[config.mk]
export PLATFORM = sky130hd
export DESIGN_NAME = cons_frame_gate
export DESIGN_NICKNAME = d
export VERILOG_FILES = /design/src/rtl/cfg_pkg.sv /design/src/rtl/cfg_field_capture.sv /design/src/rtl/cfg_frame_fsm.sv /design/src/rtl/cons_frame_gate.sv
export SDC_FILE = /design/constraint.sdc
export NUM_CORES = 1
export LEC_CHECK = 0
export BUFFER_PORTS_ARGS = -buffer_cell sky130_fd_sc_hd__buf_2
export CORE_MARGIN = 5
export CORE_UTILIZATION = 45
export DETAILED_ROUTE_END_ITERATION = 7
export GPL_TIMING_DRIVEN = 0
export PLACE_DENSITY_LB_ADDON = 0.08
export SYNTH_ARGS = -nofsm -noshare
export SYNTH_HDL_FRONTEND = slang
export SYNTH_SLANG_ARGS = --single-unit
export TNS_END_PERCENT = 5
[constraint.sdc]
create_clock -name clk -period 4.2 [get_ports clk]
set_clock_uncertainty 0.15 [all_clocks]
set_input_delay 0 -clock clk [delete_from_list [all_inputs] [get_ports clk]]
set_output_delay 0 -clock clk [all_outputs]
set_load 0.005 [all_outputs]
[src/rtl/cfg_pkg.sv]
package cfg_pkg;
    localparam logic [7:0] CTRL_RSP_DATA = 8'h02;
    localparam logic [7:0] PDU_PRODCONS  = 8'h40;
    localparam int         LEN_OVERHEAD  = 5;
    localparam int         POS_CTRL      = 0;
    localparam int         POS_PDU       = 1;
    localparam int         POS_LEN       = 3;

    typedef enum logic [2:0] {
        VAR_NONE     = 3'd0,
        VAR_CONS1    = 3'd1,
        VAR_CONS2    = 3'd2,
        VAR_RESET    = 3'd3,
        VAR_PROD     = 3'd4,
        VAR_PRESENCE = 3'd5,
        VAR_IDENT    = 3'd6,
        VAR_SPARE    = 3'd7
    } var_kind_t;

    typedef enum logic [1:0] {
        ST_HUNT   = 2'd0,
        ST_HEADER = 2'd1,
        ST_BODY   = 2'd2
    } frm_state_t;
endpackage

[src/rtl/cfg_field_capture.sv]
module cfg_field_capture
    import cfg_pkg::*;
#(
    parameter int IDX_W = 8
) (
    input  logic             clk,
    input  logic             rst,
    input  logic             byte_vld,
    input  logic [IDX_W-1:0] byte_idx,
    input  logic [7:0]       byte_in,
    output logic             ctrl_seen,
    output logic             len_seen,
    output logic [7:0]       ctrl_q,
    output logic [7:0]       pdu_q,
    output logic [7:0]       len_q
);
    logic pdu_seen;

    // Field strobes: a valid byte at the field's fixed position.
    always_comb begin
        ctrl_seen = byte_vld && (byte_idx == IDX_W'(POS_CTRL));
        pdu_seen  = byte_vld && (byte_idx == IDX_W'(POS_PDU));
        len_seen  = byte_vld && (byte_idx == IDX_W'(POS_LEN));
    end

    always_ff @(posedge clk) begin
        if (rst) begin
            ctrl_q <= '0;
            pdu_q  <= '0;
            len_q  <= '0;
        end else begin
            if (ctrl_seen) ctrl_q <= byte_in;
            if (pdu_seen)  pdu_q  <= byte_in;
            if (len_seen)  len_q  <= byte_in;
        end
    end

    // a byte without its strobe leaves the captured control field alone
    p_idle_byte_r9: assert property (@(posedge clk) disable iff (rst)
        !byte_vld |=> $stable(ctrl_q));
endmodule

[src/rtl/cfg_frame_fsm.sv]
module cfg_frame_fsm
    import cfg_pkg::*;
(
    input  logic clk,
    input  logic rst,
    input  logic ctrl_seen,
    input  logic len_seen,
    input  logic frame_end,
    output logic in_body
);
    frm_state_t state_q, state_d;

    // State register.
    always_ff @(posedge clk) begin
        if (rst) state_q <= ST_HUNT;
        else     state_q <= state_d;
    end

    // Next-state logic; frame end has priority over any byte.
    always_comb begin
        state_d = state_q;
        if (frame_end) begin
            state_d = ST_HUNT;
        end else if (ctrl_seen) begin
            state_d = ST_HEADER;
        end else begin
            unique case (state_q)
                ST_HUNT:   state_d = ST_HUNT;
                ST_HEADER: if (len_seen) state_d = ST_BODY;
                ST_BODY:   state_d = ST_BODY;
                default:   state_d = ST_HUNT;
            endcase
        end
    end

    // Output decode.
    always_comb begin
        unique case (state_q)
            ST_BODY: in_body = 1'b1;
            default: in_body = 1'b0;
        endcase
    end

    // any frame end lands the machine in the hunt state
    p_hunt_after_end_r10: assert property (@(posedge clk) disable iff (rst)
        frame_end |=> (state_q == ST_HUNT));

    // the body state is only entered from the header state
    p_body_from_header_r10: assert property (@(posedge clk) disable iff (rst)
        $rose(in_body) |-> ($past(state_q) == ST_HEADER));
endmodule

[src/rtl/cons_frame_gate.sv]
module cons_frame_gate
    import cfg_pkg::*;
#(
    parameter int IDX_W = 8
) (
    input  logic             clk,
    input  logic             rst,
    input  logic             byte_vld,
    input  logic [IDX_W-1:0] byte_idx,
    input  logic [7:0]       byte_in,
    input  logic [2:0]       var_id,
    input  logic             end_good_p,
    input  logic             end_bad_p,
    input  logic             err_clr,
    output logic             frame_ok_p,
    output logic             len_ok,
    output logic             len_err
);
    localparam int CMP_W = ((IDX_W > 8) ? IDX_W : 8) + 1;

    logic       ctrl_seen, len_seen, in_body, frame_end;
    logic [7:0] ctrl_q, pdu_q, len_q;
    logic       len_match, hdr_match, var_ok;
    logic       len_ok_q, len_err_q;

    assign frame_end = end_good_p | end_bad_p;

    cfg_field_capture #(.IDX_W(IDX_W)) u_capture (
        .clk       (clk),
        .rst       (rst),
        .byte_vld  (byte_vld),
        .byte_idx  (byte_idx),
        .byte_in   (byte_in),
        .ctrl_seen (ctrl_seen),
        .len_seen  (len_seen),
        .ctrl_q    (ctrl_q),
        .pdu_q     (pdu_q),
        .len_q     (len_q)
    );

    cfg_frame_fsm u_fsm (
        .clk       (clk),
        .rst       (rst),
        .ctrl_seen (ctrl_seen),
        .len_seen  (len_seen),
        .frame_end (frame_end),
        .in_body   (in_body)
    );

    // Field comparisons.
    always_comb begin
        len_match = in_body &&
            (CMP_W'(byte_idx) == (CMP_W'(len_q) + CMP_W'(LEN_OVERHEAD)));
        hdr_match = (ctrl_q == CTRL_RSP_DATA) && (pdu_q == PDU_PRODCONS);
        unique case (var_kind_t'(var_id))
            VAR_CONS1, VAR_CONS2, VAR_RESET: var_ok = 1'b1;
            default:                         var_ok = 1'b0;
        endcase
    end

    // Length flags: judged at every frame end, independent of the checksum.
    always_ff @(posedge clk) begin
        if (rst) begin
            len_ok_q  <= 1'b0;
            len_err_q <= 1'b0;
        end else begin
            if (frame_end) len_ok_q <= len_match;
            if (frame_end && !len_match) len_err_q <= 1'b1;
            else if (err_clr)            len_err_q <= 1'b0;
        end
    end

    always_comb begin
        frame_ok_p = !rst && end_good_p && !end_bad_p && hdr_match && var_ok && len_match;
        len_ok     = len_ok_q;
        len_err    = len_err_q;
    end

    // acceptance only alongside a clean frame end
    p_ok_needs_good_r6: assert property (@(posedge clk) disable iff (rst)
        frame_ok_p |-> (end_good_p && !end_bad_p));

    // never two accepted cycles in a row
    p_ok_single_r6: assert property (@(posedge clk) disable iff (rst)
        frame_ok_p |=> !frame_ok_p);

    // an accepted frame always reports a matching length
    p_ok_len_r4: assert property (@(posedge clk) disable iff (rst)
        frame_ok_p |=> len_ok);

    // the length flag only moves at frame ends
    p_lenok_hold_r7: assert property (@(posedge clk) disable iff (rst)
        !frame_end |=> $stable(len_ok));

    // the sticky error survives until a clear
    p_err_sticky_r8: assert property (@(posedge clk) disable iff (rst)
        (len_err && !err_clr) |=> len_err);

    // an accepted frame cannot raise the error
    p_err_not_on_ok_r8: assert property (@(posedge clk) disable iff (rst)
        (frame_ok_p && !len_err) |=> !len_err);
endmodule

* After elaboration in Yosys (flattened, before gate mapping)
Cells that the tools add are included.
** Word-level totals
- Output and inout port bits :: 3
- Bits of input ports :: 25
- Bits in registers :: 28
- Word-level logic and storage cells :: 47
** Operators by class
- Reductions and logical operators :: 19
- Bitwise logic cells :: 1
- Multiplexer cells :: 7
- Add/sub/neg operators :: 1
- Eq/ne operators :: 12
** Operators by type and width (count)
- == test 8 x 2 -> 1 bit (second input constant) :: 2
- logical AND 1 bit :: 11
- adder 8 x 3 -> 9 bit (second input constant) :: 1
- == test 8 x 9 -> 1 bit :: 1
- == test 8 x 1 -> 1 bit (second input constant) :: 1
- == test 8 x 7 -> 1 bit (second input constant) :: 1
- logical NOT 8 bit :: 1
- == test 3 x 2 -> 1 bit (second input constant) :: 2
- OR reduction 3 bit :: 2
- two-way mux 1 bit :: 5
- case mux 2 bit (2 select lines) :: 1
- == test 3 x 1 -> 1 bit (second input constant) :: 1
- logical NOT 1 bit :: 3
- != test 3 bit (second input constant) :: 1
- == test 2 x 1 -> 1 bit (second input constant) :: 1
- == test 2 bit (second input constant) :: 1
- two-way mux 2 bit :: 1
- != test 2 bit (second input constant) :: 1
- nonzero test 2 bit :: 1
- OR reduction 2 bit :: 1
- OR 1 bit :: 1

* Logic depth before layout (Yosys ltp)
Gate-level depths: netlist (run 1).
- Word-level depth :: 6
- Mapped depth :: 6
- Mapped depth without buffers :: 6

* Cells and area by module
Synthesis (run 1) repeated with hierarchy kept, for this count alone.
** Unflattened totals
- Cell total of the unflattened synthesis :: 162
- Area, all modules :: 1602.8 µm²
** Modules (own cells, without submodules)
- cfg_field_capture :: seq. area each 480.5 µm², area each 1047.3 µm², instances 1, cells each 95
- cons_frame_gate :: seq. area each 40.0 µm², area each 431.7 µm², instances 1, cells each 54
- cfg_frame_fsm :: seq. area each 40.0 µm², area each 123.9 µm², instances 1, cells each 13

* Least setup slack after synthesis (run 1)
OpenSTA, ideal clock, no wires.
- Kind :: register to register
- Start :: register u_capture.len_q[0]
- End :: register len_err_q (netlist: len_err)
- Required time :: 3.911 ns
- Slack :: 2.400 ns
- Clock period less this slack :: 1.800 ns
- Data arrival time :: 1.511 ns
- Library setup time :: 0.139 ns
- Buffers on the path :: 0
- Stages on the path, launching flop included :: 7
- Cell sequence :: dfxtp_1 ha_1 nor2_2 nand3_1 o311a_1 a2111oi_2 a31oi_1
** On the way
- Cells in the longest elaborated chain, start to end :: 6
- Elaborated cells on any way between the ends :: 7
- Those cells by class :: 1 x add/sub; 1 x eq/ne; 1 x mux; 4 x reduce/logical
** RTL lines
- start: declaration :: line cfg_field_capture.sv:15 : output logic [7:0] len_q
- start signal: assignment :: line cfg_field_capture.sv:34 : if (len_seen) len_q <= byte_in;
- adder 8 x 3 -> 9 bit (*) :: line cons_frame_gate.sv:53 : (CMP_W'(byte_idx) == (CMP_W'(len_q) + CMP_W'(LEN_OVERHEAD)));
- == test 8 x 9 -> 1 bit (*) :: line cons_frame_gate.sv:53
- logical AND 1 bit (*) :: line cons_frame_gate.sv:52 : len_match = in_body &&
- logical NOT 1 bit (*) :: line cons_frame_gate.sv:68 : if (frame_end && !len_match) len_err_q <= 1'b1;
- logical AND 1 bit (*) :: line cons_frame_gate.sv:68
- two-way mux 1 bit or nonzero test 2 bit (tied branches)
- end signal: assignment :: line cons_frame_gate.sv:65 : len_err_q <= 1'b0;
- end signal: assignment :: line cons_frame_gate.sv:68
- end signal: assignment :: line cons_frame_gate.sv:69 : else if (err_clr) len_err_q <= 1'b0;
- end: declaration :: line cons_frame_gate.sv:24 : logic len_ok_q, len_err_q;
Mark *: on every way between the ends. The rest lies on a longest branch, timed or not.
A chain may end at the register's enable or synchronous reset.

* Worst setup path in the final report (run 1)
Ends and elaborated chain as after synthesis.

==> metrics.csv, run 1 <==
metric;value;unit
outcome;complete, no violations;
finalSetupViolations;0;
multiInputGateArea;800;sq um
synth_nets;181;
grt_pass1_wl;5450;microns
cts_tree;yes;
powerDensity;238;nW/um^2
cts_setup_buffers;0;
cts_buffer_depth;2;
dr.pass1.iters;4;
gp_congestion;0.845;
die_h;66.0;microns
worstPathCellList;ha_1 > nor3b_1 > nand2_1 > a311oi_1 > and2_1 > a31oi_1 > dlygate4sd3_1;
coreArea;3030;sq um
worst_skew_pair.late_latency;0.32;ns
grt_pass1_vias;1231;
syn_area;1410;sq um
yosys_register_bits;28;
netSwitchingFraction;0.231;
slew_headroom;0.687;
hold_start;rst;
hold_buffers;15;
layout.nets;228;
path_max_fanout;6;
wl;3270;microns
ios;28;
start_util;0.465;
reg2reg_slack;1.58;ns
criticalPathCategory;flip-flop to flip-flop;
hold_viol;0;
routed_via_density;5.19;
rsz0062_at_grt;no;
dr.first_iter.drc_count;78;
holdPathStages;3;
synth_cells;153;
end_kind;flip-flop;
yosysMostFrequentCell;nor2_1;
hpwl;2500;microns
finalCriticalPeriod;2.62;ns
maxCapViolations;0;
worstHoldPathType;input pin to flip-flop;
yosys.area.top_type;dfxtp_1;
area_growth;25.8;%
tightest_slew;0.469;ns
dp_cells;224;
fin_area;1770;sq um
yosysWarnings;0;
p_clk_frac;0.257;
worst-r2r-cell-count;7;
synth_seq_area_share;0.398;
top_usage_layer;met2;
grt.overflow.total;0;
cts_buffers;3;
async_reset_ff_frac;0;
vdd_drop_max;0.207;mV
grt_max_degree;15;
finalSetupTns;0;ns
io_buffers;27;
synth_area_leaders;dfxtp_1 (40%), mux2i_1 (17%), nor2_1 (8.0%), ha_1 (2.7%), xnor2_1 (2.5%);
dieArea;4350;sq um
yosysTopAreaCellShare;0.398;
wl_per_cell;13.5;microns
cts_htree_levels;1;
slew_violations;0;
use_met2;0.287;
std_cell_rows;20;
switchingPower;0.0000973;W
worstPathRequired;4.28;ns
yosys.cell_types.count;38;
route.vias.total;1256;
use_met1;0.196;
cts_num_sinks;28;
whs_endpoint;u_capture.pdu_q[0];
layout-drive-gt1-share;0.197;
startpoint_type;flip-flop;
chipWidth;66.0;microns
synth-main-ff-cell;dfxtp_1;
register_area;561;sq um
place_area;1600;sq um
r2r_end;len_err;
diodes;0;
syn_area_per_cell;9.21;sq um
finalNonFillerCells;242;
p_int;0.000324;W
slowest_delay;0.57;ns
cts.repair.resized;0;
ant_nets;0;
power;0.000422;W
grt_antenna_before_repair;0;
pwr-share-seq;0.634;
use_met3;0.0306;
clk_pin_slew;0.14;ns
hold-worst-slack;0.0126;ns
fmax;382;MHz
yosys-top-cells-count;nor2_1 (30), dfxtp_1 (28), mux2i_1 (24), o21ai_0 (5);
cts-root-buf;clkbuf_4;
grt_usage;0.161;
post-route-period-util;0.623;
crit_slowest_cell;dlygate4sd3_1;
p_leak;0.784;nW
synth_edf_count;0;
fillers;283;
drc;0;
combPwrFrac;0.109;
r2r-start;u_capture.len_q[0];
worstPathArrival;2.70;ns
==> stage by stage <==
step	utilization	setup WS (ns)
floorplan	-	2.40
global placement	0.528	2.10
detailed placement	0.528	2.08
CTS	0.585	1.58
global route	0.585	1.42
finish	0.585	1.58
==> cell type report <==
| class | count | share of cell area |
|---|---|---|
| plain buffers | 7 | 0.0212 |
| clock buffers | 3 | 0.0127 |
| inverters | 3 | 0.00636 |
| multi-input cells | 115 | 0.451 |
| flip-flops and latches | 28 | 0.316 |
| well taps | 44 | 0.0311 |
| repair buffers | 42 | 0.161 |
==> sequential cells by signal (all words and copies together), names as in the netlist <==
signal,cells
u_capture.len_q,8
len_err,1
len_ok,1
u_fsm.state_q,2
u_capture.pdu_q,8
u_capture.ctrl_q,8
==> worst max path at each step <==
stage	startpoint	slack, ns	cells after the start	to
after floorplan	u_capture.len_q[0]	2.40	6	frame_ok_p
final	u_capture.len_q[0]	1.58	7	len_err
after global routing	u_capture.len_q[0]	1.42	7	len_err
after CTS	u_capture.len_q[0]	1.58	7	len_err
after global placement	u_capture.len_q[0]	2.10	7	frame_ok_p
after detailed placement	u_capture.len_q[0]	2.08	7	frame_ok_p
==> critical path: cells and delay by family (launching register included) <==
family,cells,cell delay [ns]
simple gates,3,0.59
buf+inv,1,0.57
flops,1,0.48
compound gates,2,0.43
fa+ha+maj,1,0.31
==> layout by cell type (no fill, tap or decap), drive strengths merged, types with 2 or more instances in the layout <==
| cell | synthesis | layout |
|---|---|---|
| nor2b | 2 | 2 |
| nand4 | 3 | 3 |
| nand3 | 3 | 3 |
| a21oi | 4 | 4 |
| nor3 | 3 | 3 |
| ha | 3 | 3 |
| dfxtp | 28 | 28 |
| clkbuf | 3 | 6 |
| nand2 | 3 | 3 |
| o21ai | 5 | 5 |
| nor4b | 3 | 3 |
| nor2 | 31 | 31 |
| inv | 3 | 3 |
| xnor2 | 4 | 4 |
| nor3b | 2 | 2 |
| mux2i | 24 | 24 |
| nor4 | 4 | 4 |
| buf | 4 | 31 |
| xor2 | 3 | 3 |
| a31oi | 4 | 4 |
| dlygate4sd3 | 0 | 15 |
==> power by group through the flow <==
| stage | sequential (W) | clock (W) | combinational [W] |
|---|---|---|---|
| after floorplan | 0.000273 | 0 | 0.0000150 |
| after global placement | 0.000273 | 0 | 0.0000352 |
| after detailed placement | 0.000273 | 0 | 0.0000364 |
| after CTS | 0.000267 | 0.000112 | 0.0000458 |
| after global routing | 0.000268 | 0.000123 | 0.0000502 |
| final | 0.000267 | 0.000108 | 0.0000459 |
==> per-layer routing <==
metal  vias up  share of wire
li1        643              -
met1       590           0.45
met2        21           0.50
met3         2          0.043
met4         0         0.0055
met5         -              0
==> logic make-up (layout without fill, tap and decap cells) <==
kind of cell | count (synthesis) | after routing | share of synthesized area
XOR/XNOR | 7 | 7 | 0.0435
AO/OA/AOI/OAI | 20 | 20 | 0.0968
adder cells (fa/ha/maj) | 3 | 3 | 0.0266
buffers and inverters | 10 | 55 | 0.0346
AND/OR/NAND/NOR | 61 | 61 | 0.230
flip-flops | 28 | 28 | 0.398
multiplexers | 24 | 24 | 0.171
No activity file was read; power rests on OpenSTA's default activity.
==> run 2, diff against run 1 <==
Clock period 4.2 ns to 2.4 ns, I/O delays scaled along.
==> metrics.csv, run 2 (synthesized netlist as in run 1, its figures left out) <==
metric;value;unit;change
grt_pass1_vias;1237;;was 1231
fillers;277;;was 283
ant_nets;0;;unchanged
criticalPathCategory;flip-flop to output pin;;was flip-flop to flip-flop
slew_violations;0;;unchanged
register_area;563;sq um;was 561 sq um
tightest_slew;0.471;ns;was 0.469 ns
wl_met1;1490;microns;was 1480 microns
wl_met2;1620;microns;was 1630 microns
dr.max_layer_used;met4;;unchanged
p_leak;0.778;nW;was 0.784 nW
outcome;complete, no violations;;unchanged
fmax;448;MHz;
fin_area;1780;sq um;was 1770 sq um
top_regs;u_capture.ctrl_q x8, u_capture.len_q x8, u_capture.pdu_q x8;;unchanged
route.vias.total;1239;;was 1256
diodes;0;;unchanged
dr.first_iter.drc_count;64;;was 78
powerDensity;416;nW/um^2;was 238 nW/um^2
finalSetupViolations;0;;unchanged
end_kind;output pin;;was flip-flop
worstPathRequired;2.25;ns;was 4.28 ns
final_cell_mix;nor2_1 (30), buf_2 (30), dfxtp_1 (26);;was nor2_1 (30), buf_2 (30), dfxtp_1 (28)
finalCriticalPeriod;2.23;ns;
path_max_fanout;6;;unchanged
coreArea;3030;sq um;unchanged
cts_htree_levels;1;;unchanged
gp_congestion;0.845;;unchanged
grt_usage;0.161;;unchanged
dr.pass1.iters;4;;unchanged
io_buffers;27;;unchanged
hpwl;2500;microns;unchanged
wl_per_cell;13.5;microns;about the same
ios;28;;unchanged
worstPathArrival;2.08;ns;was 2.70 ns
clk_pin_slew;0.15;ns;was 0.14 ns
routed_via_density;5.14;;was 5.19
final_util;0.588;;was 0.585
die_h;66.0;microns;unchanged
finalSetupTns;0;ns;unchanged
hold_viol;0;;unchanged
cts_num_sinks;28;;unchanged
cts_buffers;3;;unchanged
post-route-period-util;0.929;;
cts_setup_buffers;0;;unchanged
grt_max_degree;15;;unchanged
chipWidth;66.0;microns;unchanged
start_util;0.465;;unchanged
layout-drive-gt1-share;0.213;;was 0.197
power;0.000740;W;was 0.000422 W
slew_headroom;0.686;;was 0.687
grt_antenna_before_repair;0;;unchanged
hold-worst-slack;0.0103;ns;was 0.0126 ns
multiInputGateArea;815;sq um;was 800 sq um
startpoint_type;flip-flop;;unchanged
cts-root-buf;clkbuf_4;;unchanged
worstHoldPathType;input pin to flip-flop;;unchanged
std_cell_rows;20;;unchanged
maxCapViolations;0;;unchanged
grt.overflow.total;0;;unchanged
wl_met3;129;microns;was 142 microns
worst_skew_pair.late_latency;0.32;ns;about the same
rsz0062_at_grt;no;;unchanged
cts_tree;yes;;unchanged
vdd_drop_max;0.361;mV;was 0.207 mV
wl;3260;microns;was 3270 microns
layout.nets;227;;was 228
cts_buffer_depth;2;;unchanged
area_growth;26.3;%;was 25.8%
drc;0;;unchanged
dieArea;4350;sq um;unchanged
grt_pass1_wl;5460;microns;was 5450 microns
place_area;1600;sq um;unchanged
## run 2: cell types whose count changed in the layout (fill, tap and decap cells not counted), sizes merged
| cell | previous run | this run |
|---|---|---|
| dlygate4sd3 | 15 | 14 |
## run 2: routing by layer
| layer | global-route usage | up-vias |
|---|---|---|
| met5 | 0 | - |
| met4 | 0.0457 | 0 |
| met1 | 0.196 | 583 |
| met2 | 0.287 | 15 |
| li1 | - | 639 |
| met3 | 0.0306 | 2 |
## run 2: power by group
group / leakage (nW) / switching, W / internal (W)
Sequential: 0.227 / 0.000000956 / 0.000467
Combinational: 0.537 / 0.0000391 / 0.0000414
Clock: 0.0138 / 0.000133 / 0.0000588
## run 2: what timing repair did
item,in CTS,in global routing
pin swaps,0,1
resized for setup,2,2
endpoints found under the setup margin,1,1
hold buffers,14,0
hold endpoints to repair,28,0
gates cloned,0,0
## run 2: final cells by class
type	count	area share
plain buffers	7	0.0211
multi-input cells	115	0.458
repair buffers	41	0.155
well taps	44	0.0309
clock buffers	3	0.0127
inverters	3	0.00633
flip-flops and latches	28	0.316
## run 2: final timing paths
path                                    startpoint            endpoint  slack, ns  depth (start not counted)
worst max-delay path            u_capture.len_q[0]          frame_ok_p       0.17                          7
worst min-delay path                           rst  u_capture.pdu_q[0]       0.01                          3
worst max register to register  u_capture.len_q[0]             len_err       0.47                          6
worst min register to register  u_capture.pdu_q[7]  u_capture.pdu_q[7]       0.36                          2
## run 2: worst max-delay path, cell delays in order (launching register included)
cell	delay [ns]
dfxtp_2	0.38
ha_2	0.23
nor2_2	0.11
nand3_1	0.08
o311a_1	0.33
a2111oi_4	0.27
and4_1	0.25
buf_2	0.11
## run 2: per-stage QoR
step | std cells | setup slack [ns]
floorplan | 153 | 0.600
global placement | 224 | 0.303
detailed placement | 224 | 0.282
CTS | 241 | 0.0409
global route | 241 | 0.0510
finish | 241 | 0.170
